File: config.mk
export PLATFORM = sky130hd
export DESIGN_NAME = nand_bus_latch
export DESIGN_NICKNAME = d
export VERILOG_FILES = /design/src/rtl/nbl_pkg.sv /design/src/rtl/nbl_ctrl.sv /design/src/rtl/nbl_datapath.sv /design/src/rtl/nand_bus_latch.sv
export SDC_FILE = /design/constraint.sdc
export NUM_CORES = 1
export LEC_CHECK = 0
export ABC_AREA = 1
export CAP_MARGIN = 20
export CORE_UTILIZATION = 40
export CTS_BUF_LIST = sky130_fd_sc_hd__clkbuf_4
export DETAILED_ROUTE_END_ITERATION = 10
export PLACE_DENSITY = 0.71
export SETUP_SLACK_MARGIN = 0.2
export SYNTH_ARGS = -nofsm -noshare
export SYNTH_HDL_FRONTEND = slang
export SYNTH_SLANG_ARGS = --single-unit
File: constraint.sdc
create_clock -name clk -period 1.7 [get_ports clk]
set_input_delay 0.255 -clock clk [delete_from_list [all_inputs] [get_ports clk]]
set_output_delay 0.255 -clock clk [all_outputs]
set_load 0.05 [all_outputs]
File: src/rtl/nbl_pkg.sv
package nbl_pkg;
  localparam int unsigned BYTE_W = 8;
  localparam int unsigned LANES = 4;
  localparam int unsigned WORD_W = BYTE_W * LANES;
  localparam int unsigned BEAT_W = $clog2(LANES);
  localparam int unsigned ADDR_W = 2;

  localparam logic [ADDR_W-1:0] ADDR_CTRL = 2'd0;
  localparam logic [ADDR_W-1:0] ADDR_DATA = 2'd1;
  localparam logic [ADDR_W-1:0] ADDR_STAT = 2'd2;

  localparam int unsigned CTL_ALE = 0;
  localparam int unsigned CTL_CLE = 1;
  localparam int unsigned CTL_CE  = 2;
  localparam int unsigned CTL_RST = 4;

  localparam logic [BYTE_W-1:0] CMD_ERASE_SETUP = 8'h60;
  localparam logic [BYTE_W-1:0] CMD_PROG_SETUP  = 8'h80;

  typedef enum logic [1:0] {ST_IDLE, ST_XFER, ST_DONE} nbl_state_e;

  typedef struct packed {
    logic              ctrlWr;
    logic              ctrlRd;
    logic              statRd;
    logic              dataStart;
    logic              weStb;
    logic              reStb;
    logic [BEAT_W-1:0] beat;
  } nbl_strobe_t;
endpackage

File: src/rtl/nbl_ctrl.sv
module nbl_ctrl
  import nbl_pkg::*;
(
  input  logic              clk,
  input  logic              rstN,
  input  logic              hostReq,
  input  logic              hostWrite,
  input  logic              hostWord,
  input  logic [ADDR_W-1:0] hostAddr,
  input  logic              engRst,
  output nbl_strobe_t       stb,
  output logic              hostBusy,
  output logic              hostDone
);
  nbl_state_e        state;
  logic [BEAT_W-1:0] beat;
  logic [BEAT_W-1:0] lastBeat;
  logic              isWrite;
  logic              accept;
  logic              toData;

  assign accept = (state == ST_IDLE) && hostReq;
  // a data-line write under engine reset is completed without strobes
  assign toData = (hostAddr == ADDR_DATA) && !(hostWrite && engRst);

  always_ff @(posedge clk) begin
    if (!rstN) begin
      state    <= ST_IDLE;
      beat     <= '0;
      lastBeat <= '0;
      isWrite  <= 1'b0;
    end else begin
      case (state)
        ST_IDLE: begin
          if (hostReq) begin
            isWrite  <= hostWrite;
            beat     <= '0;
            lastBeat <= hostWord ? BEAT_W'(LANES - 1) : '0;
            state    <= toData ? ST_XFER : ST_DONE;
          end
        end
        ST_XFER: begin
          if (beat == lastBeat) state <= ST_DONE;
          else beat <= beat + 1'b1;
        end
        ST_DONE: state <= ST_IDLE;
        default: state <= ST_IDLE;
      endcase
    end
  end

  always_comb begin
    stb           = '0;
    stb.ctrlWr    = accept && hostWrite && (hostAddr == ADDR_CTRL);
    stb.ctrlRd    = accept && !hostWrite && (hostAddr == ADDR_CTRL);
    stb.statRd    = accept && !hostWrite && (hostAddr == ADDR_STAT);
    stb.dataStart = accept && (hostAddr == ADDR_DATA);
    stb.weStb     = (state == ST_XFER) && isWrite;
    stb.reStb     = (state == ST_XFER) && !isWrite;
    stb.beat      = beat;
  end

  assign hostBusy = (state != ST_IDLE);
  assign hostDone = (state == ST_DONE);
endmodule

File: src/rtl/nbl_datapath.sv
module nbl_datapath
  import nbl_pkg::*;
(
  input  logic              clk,
  input  logic              rstN,
  input  nbl_strobe_t       stb,
  input  logic [WORD_W-1:0] hostWdata,
  input  logic [BYTE_W-1:0] flashDin,
  input  logic              cardBusy,
  input  logic              cardPresent,
  input  logic              cardReadOnly,
  output logic [WORD_W-1:0] hostRdata,
  output logic [BYTE_W-1:0] flashDout,
  output logic              flashAle,
  output logic              flashCle,
  output logic              flashCe,
  output logic              flashWrPermit,
  output logic              engRst
);
  logic              aleQ, cleQ, ceQ, wpQ, rstQ;
  logic [WORD_W-1:0] wBuf;
  logic [BYTE_W-1:0] laneQ [LANES];
  logic [BYTE_W-1:0] curByte;
  logic [WORD_W-1:0] ctrlImage;
  logic [WORD_W-1:0] statImage;
  logic [WORD_W-1:0] loadImage;
  logic              cmdHit;

  assign curByte = wBuf[stb.beat*BYTE_W +: BYTE_W];
  assign cmdHit  = stb.weStb && cleQ && ceQ &&
                   ((curByte == CMD_ERASE_SETUP) || (curByte == CMD_PROG_SETUP));

  assign ctrlImage = {{(WORD_W-5){1'b0}}, rstQ, wpQ, ceQ, cleQ, aleQ};
  assign statImage = {{(WORD_W-4){1'b0}}, ~cardBusy, cardReadOnly, cardPresent, cardBusy};
  assign loadImage = stb.ctrlRd ? ctrlImage : statImage;

  // control latch; write permit is owned by hardware only
  always_ff @(posedge clk) begin
    if (!rstN) begin
      aleQ <= 1'b0;
      cleQ <= 1'b0;
      ceQ  <= 1'b0;
      rstQ <= 1'b0;
      wpQ  <= 1'b0;
    end else if (stb.ctrlWr) begin
      aleQ <= hostWdata[CTL_ALE];
      cleQ <= hostWdata[CTL_CLE];
      ceQ  <= hostWdata[CTL_CE];
      rstQ <= hostWdata[CTL_RST];
      wpQ  <= wpQ & hostWdata[CTL_CE];
    end else if (cmdHit) begin
      wpQ <= 1'b1;
    end
  end

  always_ff @(posedge clk) begin
    if (!rstN) wBuf <= '0;
    else if (stb.dataStart) wBuf <= hostWdata;
  end

  for (genvar g = 0; g < LANES; g++) begin : g_lane
    always_ff @(posedge clk) begin
      if (!rstN) laneQ[g] <= '0;
      else if (stb.ctrlRd || stb.statRd) laneQ[g] <= loadImage[g*BYTE_W +: BYTE_W];
      else if (stb.dataStart) laneQ[g] <= '0;
      else if (stb.reStb && (stb.beat == BEAT_W'(g))) laneQ[g] <= flashDin;
    end
    assign hostRdata[g*BYTE_W +: BYTE_W] = laneQ[g];
  end

  assign flashDout     = stb.weStb ? curByte : '0;
  assign flashAle      = aleQ;
  assign flashCle      = cleQ;
  assign flashCe       = ceQ;
  assign flashWrPermit = wpQ;
  assign engRst        = rstQ;
endmodule

File: src/rtl/nand_bus_latch.sv
module nand_bus_latch
  import nbl_pkg::*;
(
  input  logic              clk,
  input  logic              rstN,
  input  logic              hostReq,
  input  logic              hostWrite,
  input  logic              hostWord,
  input  logic [ADDR_W-1:0] hostAddr,
  input  logic [WORD_W-1:0] hostWdata,
  output logic [WORD_W-1:0] hostRdata,
  output logic              hostBusy,
  output logic              hostDone,
  output logic              flashAle,
  output logic              flashCle,
  output logic              flashCe,
  output logic              flashPower,
  output logic              flashWrPermit,
  output logic              flashWeStb,
  output logic              flashReStb,
  output logic [BYTE_W-1:0] flashDout,
  input  logic [BYTE_W-1:0] flashDin,
  input  logic              cardBusy,
  input  logic              cardPresent,
  input  logic              cardReadOnly
);
  nbl_strobe_t stb;
  logic        engRst;

  nbl_ctrl ctrl_i (
    .clk(clk), .rstN(rstN), .hostReq(hostReq), .hostWrite(hostWrite),
    .hostWord(hostWord), .hostAddr(hostAddr), .engRst(engRst),
    .stb(stb), .hostBusy(hostBusy), .hostDone(hostDone)
  );

  nbl_datapath dp_i (
    .clk(clk), .rstN(rstN), .stb(stb), .hostWdata(hostWdata),
    .flashDin(flashDin), .cardBusy(cardBusy), .cardPresent(cardPresent),
    .cardReadOnly(cardReadOnly), .hostRdata(hostRdata), .flashDout(flashDout),
    .flashAle(flashAle), .flashCle(flashCle), .flashCe(flashCe),
    .flashWrPermit(flashWrPermit), .engRst(engRst)
  );

  assign flashPower = flashCe;
  assign flashWeStb = stb.weStb;
  assign flashReStb = stb.reStb;
endmodule

==> impl_summary.md, run 1 <==
Outcome
The run finished, with violations left. The final reports fail on setup timing.

Timing
Dividing the final minimum period by the clock period gives 1.05. The clock period minus worst slack is 1.79 ns. Setup violations remaining at the end of the flow were counted as 8. Setup repair after global routing could not meet its margin everywhere. Across the routed clock network, the largest skew measured is 0.0122 ns. The final hold slack is 0.436 ns. The max-slew violation count came to 0. In this run the tightest slew margin relative to its limit is 0.811. The transition at the pin with the smallest max-transition slack is 0.285 ns. The final total negative setup slack is -0.482 ns.

The setup slack of the critical path after layout is -0.0919 ns. Timing would allow up to 0.558 GHz. The final-report hold violation count came to 0.

Routing
In the routed layout, each cell is associated on average with a via count of 4.73. In the final routed layout, each cell accounts on average for 12.9 um. The overall routed net length is 8240 um.

The number of nets with antenna violations after detailed routing is 0. After the first detailed-routing iteration, the DRC count stood at 100. The routed layout has 3,022 vias.

The first detailed-routing pass took 4 iterations. The detailed-route DRC error count is 0.

Yosys
The dominant cell type by area after synthesis is sky130_fd_sc_hd__edfxtp_1. The number of warnings issued by yosys is 0. The area share of the largest cell type after synthesis is 0.281. By area the synthesized netlist is led by sky130_fd_sc_hd__edfxtp_1 (28%), sky130_fd_sc_hd__dfxtp_1 (25%), sky130_fd_sc_hd__nor2_1 (11%).

The number of flip-flops and latches in the synthesized netlist is 75. The cell count after synthesis came out at 399. The count of unique library cells instantiated by Yosys is 31. After synthesis the cells add up to 3420 sq um. The post-synth net total is 453. After synthesis, the mean cell area works out to 8.57 sq um. For this run, the register share of the synthesized area comes to 0.533.

Min path
The worst hold path was traced through 3 stages. The worst hold path endpoint is dp_i.wBuf[5]. The worst hold path begins at hostWdata[5]. The tightest min-delay check is of the primary input to register type.

Critical path
The reg-to-reg critical path endpoint is dp_i.laneQ[2][0]. The start-to-end type of the worst setup path is register to output pin. The data arrival at the endpoint of the critical path is 1.54 ns. In this run the worst path has a maximum fanout of 8.

The kind of launch point of the worst setup path is a register. The number of cells on the worst reg-to-reg path is 8. The setup slack of the most critical reg-to-reg path is 0.17 ns.

The sort of element at the end of the critical path is an output pin. The startpoint identified for the worst register-to-register timing path is ctrl_i.state[1]. STA puts the critical path data required time at 1.44 ns.

Cells and area
Leaving out fill and tap cells, the most frequent cell in the layout is sky130_fd_sc_hd__nor2_1. The number of cells in the finished layout apart from fillers is 639. The filler cells instantiated in the layout total 716. The fraction of layout instances using a drive strength above 1 is 0.318. The number of antenna diodes in the final layout is 0. The net total in the final layout is 583. The top cell types in the final layout, fill and taps aside, are sky130_fd_sc_hd__nor2_1 (86), sky130_fd_sc_hd__buf_4 (55), sky130_fd_sc_hd__nand2_1 (51).

The layout overhead on the synthesized area is 50.0%.

Floorplanning
The initial utilization of the core area, before any placement, comes to 0.414. The core region is 8260 sq um. The overall die area is 8920 sq um. The floorplan step set the die height to 94.5 um. The horizontal extent of the die is 94.5 um. In this run the count of I/O pins placed on the die edge is 99. The number of core rows is 33.

Power and ir drop
For this design the static power due to leakage is 2.09 nW. The worst IR drop on VDD is 0.000376 V. The power per unit of standard cell area is 722 nW/um^2. The completed layout was analyzed and its total power is 3.70 mW.

Global route
The number of antenna violations at the first check in global routing is 0. The number of global-route vias before repair was 2,829. The first global-routing pass estimated 13,400 um of wire. Global routing finished with a remaining overflow of 0. Entering global routing, the biggest net connects 36 pins. The global-route usage over all layers is 0.195.

Clock network
The number of levels the H-tree was split into is 3. The buffer depth of the longest clock path is 2. The TritonCTS sink count is 75. The clock-pin slew on the worst setup and hold paths is 0.11 ns. The TritonCTS clock tree is built.

The insertion delay of the later-clocked pin in the worst-skew pair is 0.41 ns. The number of clock buffers added by TritonCTS is 9. The cell at the root of the clock tree is sky130_fd_sc_hd__clkbuf_4.

Place
The count of input and output buffers is 98. The placement-stage worst setup slack is -0.0661 ns. The wire-length estimate of the detail-placed layout is 6150 um.

The final weighted congestion of routability-driven global placement is 0.800. The number of placed instances, taps included, is 607.

Job
The number of max-cap violations is 0.
## report_power, final
group          total [mW]  switching (mW)  leakage [nW]  internal, mW
Clock               0.907           0.568        0.0685         0.340
Combinational       0.780           0.467          1.33         0.314
Sequential           2.01          0.0431         0.693          1.97
## flip-flops by register name (all words and copies together) (netlist names)
name and count:
ctrl_i.lastBeat 1, ctrl_i.isWrite 1, dp_i.wBuf 32, dp_i.flashWrPermit 1, dp_i.engRst 1, dp_i.laneQ 32, ctrl_i.state 2, dp_i.flashCle 1
dp_i.flashAle 1, dp_i.flashCe 1, ctrl_i.beat 2
## logic make-up after synthesis
family | count (synthesis) | share of synthesized area
AND/OR/NAND/NOR | 207 | 0.284
flip-flops | 75 | 0.533
AO/OA/AOI/OAI | 61 | 0.0911
buffers and inverters | 52 | 0.0779
adder cells (fa/ha/maj) | 4 | 0.0146
## how the worst max path moves through the flow
stage	from	end	slack, ns	cells past startpoint
6_report	ctrl_i.state[1]	flashDout[4]	-0.09	7
5_1_grt	ctrl_i.state[1]	flashDout[6]	-0.17	7
4_1_cts	ctrl_i.state[1]	flashDout[6]	-0.11	7
3_5_place_dp	hostAddr[0]	dp_i.laneQ[2][4]	-0.07	6
3_3_place_gp	hostReq	dp_i.laneQ[1][6]	-0.04	7
2_1_floorplan	ctrl_i.state[1]	flashDout[4]	-0.20	5
## metal layers
layer / up-vias / GRT usage / part of all wire
met2: 94 / 0.335 / 0.50
met3: 17 / 0.0322 / 0.050
li1: 1566 / - / -
met4: 0 / 0.0821 / 0.019
met1: 1345 / 0.242 / 0.43
met5: - / 0 / 0
## per-stage QoR
stage / utilization / area [sq um]
floorplan: - / 3560
global placement: 0.568 / 4690
detailed placement: 0.568 / 4690
CTS: 0.605 / 4990
global route: 0.621 / 5130
finish: 0.621 / 5130
## cell usage after synthesis
cell type and instances:
sky130_fd_sc_hd__nor2_1 99, sky130_fd_sc_hd__nand2_1 59, sky130_fd_sc_hd__dfxtp_1 43, sky130_fd_sc_hd__o21ai_1 34
sky130_fd_sc_hd__edfxtp_1 32, sky130_fd_sc_hd__inv_1 29, sky130_fd_sc_hd__nand3_1 16, sky130_fd_sc_hd__a21oi_1 15
sky130_fd_sc_hd__nand3_2 9, sky130_fd_sc_hd__o21ai_0 9, sky130_fd_sc_hd__nand2_2 7, sky130_fd_sc_hd__inv_2 6
sky130_fd_sc_hd__nor2_2 5, sky130_fd_sc_hd__buf_2 4, sky130_fd_sc_hd__buf_4 4, sky130_fd_sc_hd__buf_6 4
sky130_fd_sc_hd__ha_1 4, sky130_fd_sc_hd__clkbuf_1 3, sky130_fd_sc_hd__nand2_4 3, sky130_fd_sc_hd__nor2_4 2
sky130_fd_sc_hd__o211ai_1 2, sky130_fd_sc_hd__buf_12 1, sky130_fd_sc_hd__clkinv_4 1, sky130_fd_sc_hd__nand3_4 1
sky130_fd_sc_hd__nand3b_1 1, sky130_fd_sc_hd__nand4_1 1, sky130_fd_sc_hd__nor2_8 1, sky130_fd_sc_hd__nor3_1 1
sky130_fd_sc_hd__nor4_2 1, sky130_fd_sc_hd__o22ai_1 1, sky130_fd_sc_hd__or2_2 1
## area by class of cell
cell class	instances	area, sq um	area share
Clock buffer	12	90.1	0.0176
Clock inverter	4	18.8	0.00366
Inverter	36	156	0.0305
Multi-Input combinational cell	273	1560	0.304
Sequential cell	75	1840	0.358
Tap cell	105	131	0.0256
Timing Repair Buffer	134	1340	0.261
## critical path, cell delays in order, from the launching register on
cell                         delay (ns)
sky130_fd_sc_hd__dfxtp_2           0.35
sky130_fd_sc_hd__inv_4             0.06
sky130_fd_sc_hd__nand2_4           0.05
sky130_fd_sc_hd__nor2_4            0.11
sky130_fd_sc_hd__clkinvlp_4        0.11
sky130_fd_sc_hd__buf_12            0.16
sky130_fd_sc_hd__a21oi_4           0.15
sky130_fd_sc_hd__buf_12            0.15
## repair_timing
item,CTS,global route
endpoints found under the hold margin,0,0
setup endpoints to repair,27,48
pin swaps,6,5
gates cloned,1,1
gates resized for setup,56,27
buffers inserted,9,5
hold buffers,0,0
Note: power is estimated with default switching activity, not from simulation.
==> inputs of run 2 (changes only) <==
--- a/config.mk
+++ b/config.mk
@@ -6,6 +6,7 @@
 export NUM_CORES = 1
 export LEC_CHECK = 0
 export ABC_AREA = 1
+export ABC_CLOCK_PERIOD_IN_PS = 1700
 export CAP_MARGIN = 20
 export CORE_UTILIZATION = 40
 export CTS_BUF_LIST = sky130_fd_sc_hd__clkbuf_4
==> results of run 2 <==
No change in the layout: final DEF, timing and power equal those of run 1.
